## src/rtl/dsw_pkg.sv

```systemverilog
package dsw_pkg;
  localparam int REG_W = 64;

  function automatic logic access_ok(logic secure, logic priv);
    return secure & priv;
  endfunction

  function automatic logic idx_is_last(int idx, int depth);
    return idx == depth - 1;
  endfunction
endpackage

```

## src/rtl/dsw_regif.sv

```systemverilog
module dsw_regif
  import dsw_pkg::*;
#(
  parameter int AW = 16,
  parameter logic [AW-1:0] REG_ADDR = 'h80
) (
  input  logic             clk,
  input  logic             rst_n,
  input  logic [AW-1:0]    addr,
  input  logic             wr,
  input  logic             rd,
  input  logic [REG_W-1:0] wdata,
  input  logic             secure,
  input  logic             priv,
  input  logic             busy,
  output logic [REG_W-1:0] rdata,
  output logic             err,
  output logic             start
);
  logic hit, ok, denied_ev;
  logic err_q;

  assign hit       = (addr == REG_ADDR);
  assign ok        = access_ok(secure, priv);
  assign denied_ev = (wr | rd) & hit & ~ok;
  assign start     = wr & hit & ok & wdata[0] & ~busy;

  always_comb begin
    rdata = '0;
    if (rd && hit && ok) rdata[0] = busy;
  end

  always_ff @(posedge clk or negedge rst_n) begin
    if (!rst_n) err_q <= 1'b0;
    else        err_q <= denied_ev;
  end
  assign err = err_q;

  assert_rsvd_zero_R5: assert property (@(posedge clk) disable iff (!rst_n)
    rdata[REG_W-1:1] == '0);
  assert_rsvd_ignored_R5: assert property (@(posedge clk) disable iff (!rst_n)
    (wr && hit && ok && !wdata[0] && (|wdata[REG_W-1:1]) && !busy) |=> !busy);
  assert_denied_read_R7: assert property (@(posedge clk) disable iff (!rst_n)
    (rd && !ok) |-> rdata == '0);
  assert_denied_err_R7: assert property (@(posedge clk) disable iff (!rst_n)
    denied_ev |=> err);
  assert_err_pulse_R7: assert property (@(posedge clk) disable iff (!rst_n)
    (err && !$past(denied_ev)) |-> 1'b0);
endmodule

```

## src/rtl/dsw_sweep.sv

```systemverilog
module dsw_sweep
  import dsw_pkg::*;
#(
  parameter int DEPTH = 16,
  parameter int IW = $clog2(DEPTH)
) (
  input  logic          clk,
  input  logic          rst_n,
  input  logic          start,
  output logic          busy,
  output logic          inv_en,
  output logic [IW-1:0] inv_idx,
  output logic          done
);
  logic          busy_q, done_q;
  logic [IW-1:0] idx_q;
  logic          last_ev;

  assign last_ev = busy_q & idx_is_last(int'(idx_q), DEPTH);

  always_ff @(posedge clk or negedge rst_n) begin
    if (!rst_n) begin
      busy_q <= 1'b0;
      idx_q  <= '0;
      done_q <= 1'b0;
    end else begin
      done_q <= last_ev;
      if (busy_q) begin
        if (last_ev) begin
          busy_q <= 1'b0;
          idx_q  <= '0;
        end else begin
          idx_q <= idx_q + 1'b1;
        end
      end else if (start) begin
        busy_q <= 1'b1;
        idx_q  <= '0;
      end
    end
  end

  assign busy    = busy_q;
  assign inv_en  = busy_q;
  assign inv_idx = idx_q;
  assign done    = done_q;

  assert_start_R2: assert property (@(posedge clk) disable iff (!rst_n)
    (start && !busy_q) |=> (busy_q && idx_q == '0));
  assert_idx_step_R3: assert property (@(posedge clk) disable iff (!rst_n)
    (busy_q && $past(busy_q)) |-> idx_q == $past(idx_q) + 1'b1);
  assert_done_pulse_R4: assert property (@(posedge clk) disable iff (!rst_n)
    done_q |=> !done_q);
  assert_end_R4: assert property (@(posedge clk) disable iff (!rst_n)
    $fell(busy_q) |-> done_q);
  assert_no_restart_R6: assert property (@(posedge clk) disable iff (!rst_n)
    (busy_q && !last_ev) |=> busy_q);
endmodule

```

## src/rtl/dsw_gate.sv

```systemverilog
module dsw_gate (
  input  logic clk,
  input  logic rst_n,
  input  logic busy,
  input  logic vin,
  input  logic rin,
  output logic vout,
  output logic rout
);
  logic hold_q, closed;

  always_ff @(posedge clk or negedge rst_n) begin
    if (!rst_n) hold_q <= 1'b0;
    else        hold_q <= busy;
  end

  assign closed = busy | hold_q;
  assign vout   = vin & ~closed;
  assign rout   = rin & ~closed;

  assert_gate_closed_R8: assert property (@(posedge clk) disable iff (!rst_n)
    busy |-> (!vout && !rout));
  assert_gate_tail_R8: assert property (@(posedge clk) disable iff (!rst_n)
    $fell(busy) |-> (!vout && !rout));
endmodule

```

## src/rtl/dir_sweep_ctrl.sv

```systemverilog
module dir_sweep_ctrl
  import dsw_pkg::*;
#(
  parameter int AW = 16,
  parameter logic [AW-1:0] REG_ADDR = 'h80,
  parameter int DEPTH = 16,
  localparam int IW = (DEPTH > 1) ? $clog2(DEPTH) : 1
) (
  input  logic             clk,
  input  logic             rst_n,
  input  logic [AW-1:0]    reg_addr,
  input  logic             reg_wr,
  input  logic             reg_rd,
  input  logic [REG_W-1:0] reg_wdata,
  input  logic             reg_secure,
  input  logic             reg_priv,
  output logic [REG_W-1:0] reg_rdata,
  output logic             reg_err,
  output logic             dir_inv_en,
  output logic [IW-1:0]    dir_inv_idx,
  output logic             sweep_done,
  input  logic             req_valid_in,
  output logic             req_ready_out,
  output logic             req_valid_out,
  input  logic             req_ready_in
);
  logic start_ev, busy;

  dsw_regif #(.AW(AW), .REG_ADDR(REG_ADDR)) u_regif (
    .clk(clk), .rst_n(rst_n), .addr(reg_addr), .wr(reg_wr), .rd(reg_rd),
    .wdata(reg_wdata), .secure(reg_secure), .priv(reg_priv), .busy(busy),
    .rdata(reg_rdata), .err(reg_err), .start(start_ev)
  );

  dsw_sweep #(.DEPTH(DEPTH), .IW(IW)) u_sweep (
    .clk(clk), .rst_n(rst_n), .start(start_ev), .busy(busy),
    .inv_en(dir_inv_en), .inv_idx(dir_inv_idx), .done(sweep_done)
  );

  dsw_gate u_gate (
    .clk(clk), .rst_n(rst_n), .busy(busy), .vin(req_valid_in),
    .rin(req_ready_in), .vout(req_valid_out), .rout(req_ready_out)
  );
endmodule

```

## config.mk

```make
export PLATFORM = sky130hd
export DESIGN_NAME = dir_sweep_ctrl
export DESIGN_NICKNAME = d
export VERILOG_FILES = /design/src/rtl/dsw_pkg.sv /design/src/rtl/dsw_regif.sv /design/src/rtl/dsw_sweep.sv /design/src/rtl/dsw_gate.sv /design/src/rtl/dir_sweep_ctrl.sv
export SDC_FILE = /design/constraint.sdc
export NUM_CORES = 1
export LEC_CHECK = 0
export CAP_MARGIN = 20
export CORE_MARGIN = 3
export CORE_UTILIZATION = 23
export CTS_CLUSTER_DIAMETER = 120
export DETAILED_ROUTE_END_ITERATION = 12
export MAX_ROUTING_LAYER = met4
export PLACE_DENSITY = 0.87
export SYNTH_ARGS = -nofsm -noshare
export SYNTH_HDL_FRONTEND = slang
export SYNTH_HIERARCHICAL = 1
export SYNTH_SLANG_ARGS = --single-unit
```

## constraint.sdc

```tcl
create_clock -name clk -period 3.1 [get_ports clk]
set_input_delay 0.93 -clock clk [delete_from_list [all_inputs] [get_ports clk]]
set_output_delay 0.93 -clock clk [all_outputs]
set_load 0.01 [all_outputs]
```

### Word-level counts from Yosys, hierarchy flattened

Index checks and enable logic that the tools add are counted.

* bits in registers: 8
* input port bits: 88
* output and inout port bits: 73
* logic and storage cells: 33

* add/sub/neg operators: 1
* equality and inequality tests: 2
* muxes and demuxes: 7
* bitwise operators: 15
* reduce and logical (&&, ||, !) cells: 3

Operators with widths (number)
* $eq 16x8->1 const B: 1
* $mux 4: 3
* $and 1x1->1: 10
* $add 4x1->4 const B: 1
* $eq 4x1->1 const B: 1
* $mux 1: 4
* $not 1->1: 3
* $logic_and 1x1->1: 2
* $or 1x1->1: 2
* $reduce_bool 2->1: 1

### Logic depth before layout (Yosys ltp)

* depth after elaboration: 7
* depth in mapped cells: 6

### Modules after synthesis

The synthesis kept the hierarchy.

By module, submodules not included
* dsw_regif: instances 1, cells an instance 76, area an instance 598.1 sq um, sequential area each 25.0 sq um
* dsw_sweep: instances 1, cells an instance 28, area an instance 290.3 sq um, sequential area each 150.1 sq um
* dsw_gate: instances 1, cells an instance 3, area an instance 40.0 sq um, sequential area each 25.0 sq um

### Worst setup path before layout

OpenSTA, ideal clock, no wires.

* kind: input port to output port
* start point: input port reg_addr[9]
* end point: output port reg_rdata[0]
* arrival: 1550 ps
* data required time: 2170 ps
* setup slack: 620 ps
* stages: 3
* cells stage by stage: nor4b_2 -> nand4_1 -> nor2_1

* longest elaborated chain between the ends: 4

Ends and longest elaborated chain
* from (decl): line dir_sweep_ctrl.sv:11 `input logic [AW-1:0] reg_addr,`
* $eq 16x8->1: line dsw_regif.sv:23 `assign hit = (addr == REG_ADDR);`
* $logic_and 1x1->1 (2 in series): line dsw_regif.sv:30 `if (rd && hit && ok) rdata[0] = busy;`
* $mux 1: line dsw_regif.sv:30
* to (decl): line dir_sweep_ctrl.sv:17 `output logic [REG_W-1:0] reg_rdata,`

No other way between the ends.

### Worst setup path after layout

* start point: input port req_ready_in
* end point: output port req_ready_out

* longest elaborated chain between the ends: 1

Ends and longest elaborated chain
* from (decl): line dir_sweep_ctrl.sv:25 `input logic req_ready_in`
* $and 1x1->1: line dsw_gate.sv:19 `assign rout = rin & ~closed;`
* to (decl): line dir_sweep_ctrl.sv:23 `output logic req_ready_out,`

No other way between the ends.

==> out/summary.txt <==
status -> complete, no violations
htree depth -> 1
RSZ-0062 raised after global routing -> false
Starting Density -> 24.6%
critical-path maximum fanout -> 1
share of layout cells above drive strength 1 -> 11.0%
routability congestion estimate from global placement -> 0.787
commonest non-fill, non-tap cells in the layout -> conb_1 (63), clkdlybuf4s50_1 (32), dfrtp_1 (8)
period utilization -> 97.8%
Cell Pwr Density -> 270 mW/mm2
chip height -> 69.5 um
critical path endpoint -> req_ready_out
maximum clock frequency -> 0.330 GHz
wire length per cell -> 8.95 um
Final Hold Fails -> 0
CTS root buf -> clkbuf_8
final WL -> 1730 um
# diodes -> 0
CP Cell Sequence -> clkdlybuf4s50_1, nor3b_1, clkdlybuf4s50_1
Combinational Power Share -> 25.9%
Post-Layout Cell Count -> 193
Hold Path Class -> reg2reg
First-pass DRT Iterations -> 3
first-pass GRT wire length -> 2300 um
largest net degree at the start of global routing -> 16
IO Count -> 161
startpoint types -> input port
YS warnings -> 6
switching share of power -> 28.1%
library cells used by synthesis -> 23
hold_sp -> u_sweep/inv_idx[3]$_DFFE_PN0P_
Worst-Skew Late Latency -> 0.23 ns
cts hold-fix bufs -> 0
CTS Buffer Depth -> 2
core area -> 0.00377 mm2
Post-Layout Inst Area -> 0.00114 mm2
TNS Setup -> 0 ns
max-cap violations -> 0
r2r endpoint -> u_sweep/inv_idx[3]$_DFFE_PN0P_
grt met3 use -> 1.59%
sequential fraction of the synthesis area -> 21.6%
sw power -> 86.9 uW
cell mode on critical path -> clkdlybuf4s50_1
gr busiest metal -> met2
DR vias -> 628
final slew viol count -> 0
CP arrival -> 2.10 ns
CTS Sinks -> 8
Reg clk slew, reported paths -> 0.04 ns
Post-DP HPWL -> 1540 um
Seq pwr share -> 34.1%
critical path class -> in2out
crit path max-delay cell type -> clkdlybuf4s50_1
Layout area overhead -> 23.3%
row count -> 22
cells after synthesis -> 107
die width -> 69.5 um
CTS tree -> yes
internal power -> 222 uW
Leak Pwr -> 0.566 nW
Placed Cells -> 189
initial antenna violation count -> 0
Via-to-Cell Ratio -> 3.25
met1 Use GR -> 5.42%
post-layout min period -> 3.03 ns
r2r setup slk -> 1.71 ns
Post-Route Utilization -> 30.4%
Worst VDD drop -> 0.000144 V
met2 GRT Util -> 11.7%
clock skew -> 0.000170 ns
initial drt markers -> 22
#FFs+latches synth -> 8
DRC -> 0
CTS Buf Count -> 3
Final ANT Viol Nets -> 0
Setup violations, final -> 0
GRT Overall Usage -> 6.21%
worst r2r path cells -> 4
mean post-synth cell area -> 8.68 um2
gr ovfl total -> 0
Worst path max stage delay -> 0.56 ns
synth top area cells -> buf_4 (52%), dfrtp_1 (22%), nor4_2 (4.0%)
post-synth top area cell -> buf_4
Worst R2R Start -> u_sweep/busy$_DFF_PN0_
IO buf count -> 34
commonest non-fill, non-tap cell in the layout -> conb_1
vias in the first global route -> 500
Synth Cell Area -> 928 um2
Critical Path RT -> 2.17 ns
area share of the largest cell type after synthesis -> 51.8%
nets -> 236
Clock Power Share -> 40.0%
full die area -> 0.00484 mm2
DP Area -> 0.00110 mm2
Critical Path Start -> req_ready_in
CP endpoint kind -> output pin
-- worst min path at each step --
stage	end	slack (ns)	cells after the start
global placement	u_sweep/inv_idx[3]$_DFFE_PN0P_	0.54	1
detailed placement	u_sweep/inv_idx[1]$_DFFE_PN0P_	0.56	2
floorplan	u_gate/hold_q$_DFF_PN0_	0.45	0
finish	u_sweep/inv_idx[3]$_DFFE_PN0P_	0.56	1
global route	u_sweep/inv_idx[3]$_DFFE_PN0P_	0.61	1
CTS	u_sweep/inv_idx[3]$_DFFE_PN0P_	0.57	1
-- cells in the mapped netlist --
cell,n
o211ai_1,2
conb_1,1
xor2_1,1
a211oi_2,1
nor4_2,3
a21o_1,1
and3_4,1
nor2_1,4
ha_1,1
o21ai_0,1
and2_4,1
nor2_2,1
buf_4,64
buf_2,1
a21oi_1,1
nand2_1,4
inv_1,1
nand4_1,4
nor3_1,1
nor4b_2,1
nor3b_1,3
dfrtp_1,8
o31ai_1,1
-- worst max-delay path: cells and delay by family --
| family | cells | cell delay (ns) |
|---|---|---|
| buffers and inverters | 2 | 1.01 |
| and+or+nand+nor | 1 | 0.16 |
-- power by group through the flow --
| stage | Combinational, mW | Sequential [mW] | Clock [mW] |
|---|---|---|---|
| global placement | 0.0773 | 0.107 | 0 |
| floorplan | 0.0967 | 0.107 | 0 |
| finish | 0.0800 | 0.105 | 0.124 |
| global route | 0.0865 | 0.105 | 0.134 |
| CTS | 0.0784 | 0.105 | 0.127 |
| detailed placement | 0.0782 | 0.107 | 0 |
-- area by class of cell --
cell class | instances | area [um2]
clock buffer | 3 | 41.3
fill | 421 | 2630
inverter | 1 | 3.75
multi-input combinational | 95 | 472
sequential | 8 | 200
tap | 48 | 60.1
timing repair buffer | 38 | 368
-- metrics by stage --
| step | power [mW] | hold slack (ns) | setup WS, ns |
|---|---|---|---|
| floorplan | 0.203 | 0.450 | 0.620 |
| global placement | 0.184 | 0.544 | -0.280 |
| detailed placement | 0.185 | 0.556 | -0.324 |
| CTS | 0.310 | 0.566 | 0.00168 |
| global route | 0.325 | 0.610 | 0.00277 |
| finish | 0.309 | 0.560 | 0.0681 |
-- registers in the layout, indices dropped and copies added, names as in the netlist --
name	count
u_sweep/inv_idx	4
u_gate/hold_q	1
u_regif/err	1
u_sweep/busy	1
u_sweep/done	1
-- cells by family (layout without fill, tap and decap cells) --
family	Yosys count	after routing	share of synthesized area, %
buffers and inverters	66	42	52.7
AND/OR/NAND/NOR	23	23	17.4
flip-flops	8	8	21.6
AO/OA/AOI/OAI	7	7	5.66
other	1	63	0.404
XOR/XNOR	1	1	0.944
adder cells (fa/ha/maj)	1	1	1.35
-- timing repair --
action	CTS	global route
resized for setup	3	2
buffers inserted	0	1
pin swaps	0	3
setup endpoints to repair	1	2
-- layer usage --
metal	vias to the layer above	routed length, um	share of wire [%]
met3	4	193	11
met1	279	481	28
met4	0	38	2.2
met5	-	0	0
li1	302	-	-
met2	43	1010	59
Power figures use the tool's default switching activity.
